--- config.mk ---
export PLATFORM = sky130hd
export DESIGN_NAME = uart_rx_gate
export DESIGN_NICKNAME = d
export VERILOG_FILES = /design/src/rtl/uart_rx_gate_pkg.sv /design/src/rtl/uart_rx_gate_sync.sv /design/src/rtl/uart_rx_gate_idle.sv /design/src/rtl/uart_rx_gate_core.sv /design/src/rtl/uart_rx_gate_buf.sv /design/src/rtl/uart_rx_gate.sv
export SDC_FILE = /design/constraint.sdc
export NUM_CORES = 1
export LEC_CHECK = 0
export BUFFER_PORTS_ARGS = -buffer_cell sky130_fd_sc_hd__buf_2
export CELL_PAD_IN_SITES_DETAIL_PLACEMENT = 2
export CELL_PAD_IN_SITES_GLOBAL_PLACEMENT = 2
export CORE_ASPECT_RATIO = 1.75
export CORE_MARGIN = 4
export CORE_UTILIZATION = 41
export CTS_CLUSTER_DIAMETER = 100
export CTS_CLUSTER_SIZE = 24
export DETAILED_ROUTE_END_ITERATION = 7
export HOLD_SLACK_MARGIN = 0.06
export PLACE_DENSITY_LB_ADDON = 0.1
export REMOVE_ABC_BUFFERS = 1
export SETUP_SLACK_MARGIN = 0.05
export SYNTH_ARGS = -nofsm -noshare
export SYNTH_HDL_FRONTEND = slang
export SYNTH_HIERARCHICAL = 1
export SYNTH_SLANG_ARGS = --single-unit
export TNS_END_PERCENT = 50
--- constraint.sdc ---
create_clock -name clk -period 3.7 [get_ports clk]
set_input_delay 0.74 -clock clk [delete_from_list [all_inputs] [get_ports clk]]
set_output_delay 0.74 -clock clk [all_outputs]
set_load 0.02 [all_outputs]
--- src/rtl/uart_rx_gate_pkg.sv ---
package uart_rx_gate_pkg;
  typedef enum logic [1:0] {
    RX_OFF  = 2'd0,
    RX_IDLE = 2'd1,
    RX_RECV = 2'd2,
    RX_IRQ  = 2'd3
  } rx_state_t;
endpackage

--- src/rtl/uart_rx_gate_sync.sv ---
module uart_rx_gate_sync #(
  parameter int   STAGES    = 2,
  parameter logic RESET_VAL = 1'b1
) (
  input  logic clk,
  input  logic rst_n,
  input  logic d,
  output logic q
);
  logic [STAGES-1:0] pipe;

  generate
    if (STAGES == 1) begin : g_one
      always_ff @(posedge clk or negedge rst_n) begin
        if (!rst_n) pipe <= RESET_VAL;
        else        pipe <= d;
      end
    end else begin : g_many
      always_ff @(posedge clk or negedge rst_n) begin
        if (!rst_n) pipe <= {STAGES{RESET_VAL}};
        else        pipe <= {pipe[STAGES-2:0], d};
      end
    end
  endgenerate

  assign q = pipe[STAGES-1];
endmodule

--- src/rtl/uart_rx_gate_idle.sv ---
module uart_rx_gate_idle #(
  parameter int OSR       = 16,
  parameter int IDLE_BITS = 10
) (
  input  logic clk,
  input  logic rst_n,
  input  logic clr,
  input  logic tick,
  input  logic rxs,
  output logic idle
);
  localparam int LIMIT = OSR * IDLE_BITS;
  localparam int CW    = $clog2(LIMIT + 1);

  logic [CW-1:0] cnt;

  always_ff @(posedge clk or negedge rst_n) begin
    if (!rst_n)                          cnt <= '0;
    else if (clr || !rxs)                cnt <= '0;
    else if (tick && cnt != CW'(LIMIT))  cnt <= cnt + 1'b1;
  end

  assign idle = (cnt == CW'(LIMIT));

  assert_idle_on_tick_R8: assert property (@(posedge clk) disable iff (!rst_n)
    $rose(idle) |-> $past(tick) && $past(rxs));
  assert_idle_drops_R8: assert property (@(posedge clk) disable iff (!rst_n)
    (idle && !rxs) |=> !idle);
endmodule

--- src/rtl/uart_rx_gate_core.sv ---
module uart_rx_gate_core
  import uart_rx_gate_pkg::*;
#(
  parameter int DATA_W = 8,
  parameter int OSR    = 16
) (
  input  logic              clk,
  input  logic              rst_n,
  input  logic              en,
  input  logic              tick,
  input  logic              rxs,
  input  logic              wake_mode,
  input  logic              line_idle,
  output rx_state_t         state,
  output logic              load,
  output logic [DATA_W-1:0] ld_data,
  output logic              ld_ferr
);
  localparam int HALF = OSR / 2;
  localparam int TW   = $clog2(OSR);
  localparam int BW   = $clog2(DATA_W + 1);

  logic [TW-1:0]     tcnt;
  logic [BW-1:0]     bidx;
  logic [DATA_W-1:0] shreg;
  logic              hunting;
  logic              synced;
  logic              done;
  logic              bit_edge;

  assign bit_edge = tick && (tcnt == TW'(OSR - 1));
  assign done     = (state == RX_RECV) && bit_edge && (bidx == BW'(DATA_W));
  assign load     = done && (!wake_mode || synced);
  assign ld_data  = shreg;
  assign ld_ferr  = !rxs;

  always_ff @(posedge clk or negedge rst_n) begin
    if (!rst_n) synced <= 1'b0;
    else if (state == RX_OFF) synced <= 1'b0;
    else if (line_idle) synced <= 1'b1;
  end

  always_ff @(posedge clk or negedge rst_n) begin
    if (!rst_n) begin
      state   <= RX_OFF;
      tcnt    <= '0;
      bidx    <= '0;
      shreg   <= '0;
      hunting <= 1'b0;
    end else begin
      unique case (state)
        RX_OFF: begin
          hunting <= 1'b0;
          if (en) state <= RX_IDLE;
        end
        RX_IDLE: begin
          if (!en) begin
            state   <= RX_OFF;
            hunting <= 1'b0;
          end else if (tick) begin
            if (!hunting) begin
              if (!rxs) begin
                hunting <= 1'b1;
                tcnt    <= '0;
              end
            end else if (tcnt == TW'(HALF - 1)) begin
              hunting <= 1'b0;
              tcnt    <= '0;
              if (!rxs) begin
                state <= RX_RECV;
                bidx  <= '0;
              end
            end else begin
              tcnt <= tcnt + 1'b1;
            end
          end
        end
        RX_RECV: begin
          if (tick) begin
            if (bit_edge) begin
              tcnt <= '0;
              if (bidx == BW'(DATA_W)) begin
                state <= RX_IRQ;
              end else begin
                shreg <= {rxs, shreg[DATA_W-1:1]};
                bidx  <= bidx + 1'b1;
              end
            end else begin
              tcnt <= tcnt + 1'b1;
            end
          end
        end
        RX_IRQ: begin
          state <= en ? RX_IDLE : RX_OFF;
        end
        default: state <= RX_OFF;
      endcase
    end
  end

  assert_off_holds_R4: assert property (@(posedge clk) disable iff (!rst_n)
    (state == RX_OFF && !en) |=> (state == RX_OFF));
  assert_no_abort_R5: assert property (@(posedge clk) disable iff (!rst_n)
    (state == RX_RECV && !en && !done) |=> (state == RX_RECV));
  assert_load_in_recv_R11: assert property (@(posedge clk) disable iff (!rst_n)
    load |-> (state == RX_RECV));
  assert_exit_irq_R5: assert property (@(posedge clk) disable iff (!rst_n)
    (state == RX_IRQ && !en) |=> (state == RX_OFF));
endmodule

--- src/rtl/uart_rx_gate_buf.sv ---
module uart_rx_gate_buf #(
  parameter int DATA_W = 8
) (
  input  logic              clk,
  input  logic              rst_n,
  input  logic              load,
  input  logic [DATA_W-1:0] ld_data,
  input  logic              ld_ferr,
  input  logic              rd_ready,
  output logic              valid,
  output logic [DATA_W-1:0] data,
  output logic              ferr,
  output logic              overrun
);
  logic rd;
  assign rd = valid && rd_ready;

  always_ff @(posedge clk or negedge rst_n) begin
    if (!rst_n) begin
      valid   <= 1'b0;
      data    <= '0;
      ferr    <= 1'b0;
      overrun <= 1'b0;
    end else begin
      if (load) begin
        data <= ld_data;
        ferr <= ld_ferr;
      end
      if (load)    valid <= 1'b1;
      else if (rd) valid <= 1'b0;
      if (load && valid && !rd) overrun <= 1'b1;
      else if (rd)              overrun <= 1'b0;
    end
  end

  assert_overrun_set_R7: assert property (@(posedge clk) disable iff (!rst_n)
    (load && valid && !rd_ready) |=> overrun);
  assert_read_clears_R2: assert property (@(posedge clk) disable iff (!rst_n)
    (valid && rd_ready && !load) |=> !valid);
  assert_data_held_R4: assert property (@(posedge clk) disable iff (!rst_n)
    !load |=> $stable(data) && $stable(ferr));
endmodule

--- src/rtl/uart_rx_gate.sv ---
module uart_rx_gate
  import uart_rx_gate_pkg::*;
#(
  parameter int DATA_W      = 8,
  parameter int OSR         = 16,
  parameter int IDLE_BITS   = 10,
  parameter int SYNC_STAGES = 2
) (
  input  logic              clk,
  input  logic              rst_n,
  input  logic              rx_in,
  input  logic              rx_en,
  input  logic              os_tick,
  input  logic              wake_on_idle,
  input  logic              irq_en,
  output logic              rx_valid,
  input  logic              rx_ready,
  output logic [DATA_W-1:0] rx_data,
  output logic              rx_ferr,
  output logic              rx_overrun,
  output logic              line_idle,
  output logic              rx_busy,
  output logic              rx_irq
);
  logic              rxs;
  rx_state_t         state;
  logic              load;
  logic [DATA_W-1:0] ld_data;
  logic              ld_ferr;

  uart_rx_gate_sync #(.STAGES(SYNC_STAGES), .RESET_VAL(1'b1)) u_sync (
    .clk(clk), .rst_n(rst_n), .d(rx_in), .q(rxs)
  );

  uart_rx_gate_idle #(.OSR(OSR), .IDLE_BITS(IDLE_BITS)) u_idle (
    .clk(clk), .rst_n(rst_n), .clr(state == RX_OFF), .tick(os_tick),
    .rxs(rxs), .idle(line_idle)
  );

  uart_rx_gate_core #(.DATA_W(DATA_W), .OSR(OSR)) u_core (
    .clk(clk), .rst_n(rst_n), .en(rx_en), .tick(os_tick), .rxs(rxs),
    .wake_mode(wake_on_idle), .line_idle(line_idle), .state(state),
    .load(load), .ld_data(ld_data), .ld_ferr(ld_ferr)
  );

  uart_rx_gate_buf #(.DATA_W(DATA_W)) u_buf (
    .clk(clk), .rst_n(rst_n), .load(load), .ld_data(ld_data),
    .ld_ferr(ld_ferr), .rd_ready(rx_ready), .valid(rx_valid),
    .data(rx_data), .ferr(rx_ferr), .overrun(rx_overrun)
  );

  assign rx_busy = (state == RX_RECV);
  assign rx_irq  = rx_valid && irq_en;

  assert_busy_start_R11: assert property (@(posedge clk) disable iff (!rst_n)
    $rose(rx_busy) |-> $past(state) == RX_IDLE);
endmodule

==> impl_results.md <==
* Met2 wire length at 2570 um
* Starting Density at between 40% and 50%
* Routed Antenna Nets at 0
* Final nets at between 200 and 250
* R2R Path Start: u_core/tcnt[0]$_DFFE_PN0P_
* Die height at 100 um
* Routability cong. at 0.726
* Clock sinks at ~40
* First-pass GRT wire length at ~8000 um
* Insertion delay to the later sink of the worst-skew pair at a little under 300 ps
* Final HPWL DP at between 3000 and 4000 um
* N_diodes at 0
* CP Capture Type: primary output
* Fill count at between 500 and 600
* Crit-path cells: or3b_1, nor4_1, buf_2
* CP required at around 3000 ps
* IO Pins at 22
* Cell area after synthesis at around 0.0020 sq mm
* FF-to-FF End: u_buf/data[1]$_DFFE_PN0P_
* Layout cells sized above 1 at a little under a quarter
* Number of buffers and inverters on the critical path at 1
* Crit-path max FO at 4
* RSZ-0062 raised after global routing: false
* Area growth, synth to finish at 12.6%
* Multi-input logic area at around 900 sq um
* Layout Skew at roughly 3.9 ps
* Fin crit period at roughly 2400 ps
* Core area at roughly 0.0047 sq mm
* Post-route DRC at 0
* Max-slew violation count at 0
* Top sig layer: met4
* Top delay family on crit path: simple AND/OR/NAND/NOR gates
* Async SR Flop Fraction at 100%
* Crit-path slowest cell: or3b_1
* Hold Path Stages at 0
* Clock tree buffer depth at 2
* Clk Tree Root Cell: clkbuf_8
* Max-Cap Viols at 0
* Reg2reg path depth at 5
* Synthesis-stage register bit count at around 40
* Synth cell types at 48
* Measured slew at the worst slew-check pin at about 950 ps
* Largest net degree at the start of global routing at 42
* Post-CTS Setup Bufs at 0
* Synth Flop Type: dfrtp_1
* Vias in the first global route at around 1700
* TritonCTS clock tree: yes
* Relative slew slack at between 30% and 40%
* CTS H-Tree Depth at 2
* Row count at 33
* Worst slack, placed at ~1100 ps
* F_max at between 400 and 500 MHz
* Crit path launch: u_idle/cnt[4]$_DFFE_PN0P_
* 1st-pass router iterations at 4
* Syn Inst Count at ~170
* GRT overflow at 0
* Register area at between 0.001 and 0.0015 sq mm
* Setup TNS at 0 ps
* Hold Path Sink: u_sync/pipe[1]$_DFF_PN1_
* GRT Total Usage at 17.2%
* PortBufs at 21
* Outcome: finished, final reports clean
* Start point of the worst hold path: u_sync/pipe[0]$_DFF_PN1_
* PD cells at roughly 530 mW/mm^2
* Die ar. at just over 0.006 sq mm
* Final Util at between 40% and 50%
* Initial antenna violation count at 0
* DIE WIDTH at 60.7 um
* Most frequent cells in the layout: 39 x dfrtp_1, 21 x buf_2, 11 x nand2_1
* Hold Slack at 360 ps
* Final hold vios at 0
* Hold-fix buffers, CTS at 0
* Via Count at around 1500
* Final worst-path cycle share at about 65%
* Final worst slack at 1280 ps
* Max stage delay on crit path at 450 ps
* R2R setup slack at roughly 1400 ps
* Mean post-synth cell area at around 12 sq um
* Sequential cell area fraction in the yosys report at about half
* Number of vias per cell at 5.83
* # resized after CTS at 0
* Total CTS buffers at 5
* Drt wl/cell at 18.2 um
* Clock slew at reported path FFs at 80 ps
* Final setup vio count at 0
* CP arrival at approximately 1700 ps
* CP Launch Type: flip-flop
* Worst setup path class: flip-flop to primary output
* Min-Delay Path Class: flip-flop to flip-flop
* IR drop worst, VDD at 0.303 mV
* 1st-iter DRT viols at 17
* Leakage at around 1.1 nW
* Most common cell after layout, fill and taps aside: dfrtp_1
* Wire length on met1 at roughly 1800 um
* WL met3 at 129 um
* Post-synth EDFFs at 0
* YS warnings at 6
* Total Routed Length at ~4500 um
[how the worst max path moves through the flow]
stage | end | slack, ps | cells after the start
floorplan | line_idle | 1460 | 2
global placement | u_buf/data[1]$_DFFE_PN0P_ | 1210 | 5
detailed placement | u_buf/data[1]$_DFFE_PN0P_ | 1120 | 5
CTS | line_idle | 1250 | 3
global route | line_idle | 1170 | 3
finish | line_idle | 1280 | 3
[worst register-to-register path, delay by kind of cell, from the launching register on]
family / cells / cell delay [ps]
flip-flops: 1 / 390
AND/OR/NAND/NOR: 3 / 1100
adder cells (fa/ha/maj): 1 / 270
multiplexers: 1 / 410
[area by class of cell]
cell class | count | share of cell area, %
sequential | 41 | 45.9
multi-input combinational | 117 | 40.1
timing repair buffer | 21 | 4.69
clock buffer | 7 | 4.30
tap | 52 | 2.90
inverter | 10 | 1.68
clock inverter | 1 | 0.391
[report_power, final]
group          total [mW]  switching, mW  leakage (nW)  internal [mW]
registers           0.596         0.0847         0.549          0.512
clock network       0.331          0.159        0.0549          0.172
logic               0.271          0.147         0.491          0.123
[logic make-up after synthesis]
kind of cell,share of synthesized area [%]
flops,51.7
simple gates,16.8
fa+ha+maj,3.14
buf+inv,3.08
xor+xnor,0.881
compound gates,11.1
mux,13.3
[per-stage QoR]
| stage | total power [mW] | instance area [sq um] | cells |
|---|---|---|---|
| 2_1_floorplan | 0.783 | 1970 | 168 |
| 3_3_place_gp | 0.857 | 2140 | 241 |
| 3_5_place_dp | 0.882 | 2140 | 241 |
| 4_1_cts | 1.22 | 2240 | 249 |
| 5_1_grt | 1.29 | 2240 | 249 |
| 6_report | 1.20 | 2240 | 249 |
[flip-flops by register name (all words and copies together) (netlist names), named ones only]
register and cells:
u_buf/overrun 1, u_core/bidx 4, u_idle/cnt 8, u_buf/valid 1, u_core/tcnt 4, u_sync/pipe 2, u_core/hunting 1, u_core/state 1
u_core/ld_data 8, u_buf/ferr 1, u_buf/data 8, u_core/synced 1
[Yosys cell counts (4+ instances only)]
master / count / share of area [%]
mux2_4: 8 / 6.0
dfrtp_1: 39 / 49
nand4_1: 4 / 1.3
mux2_1: 8 / 4.5
nand2b_1: 4 / 1.3
ha_1: 5 / 3.1
nand3_1: 4 / 1.0
inv_1: 10 / 1.9
nor2_1: 8 / 1.5
nor2b_1: 4 / 1.3
o21ai_0: 7 / 1.8
a21oi_1: 8 / 2.0
nand2_1: 11 / 2.1
[layer usage]
layer  vias to the layer above  GRT usage (%)
li1                        667              -
met1                       755           19.0
met4                         0           5.51
met5                         -              0
met2                        22           31.7
met3                         7           3.22
(Power assumes the default switching activity.)
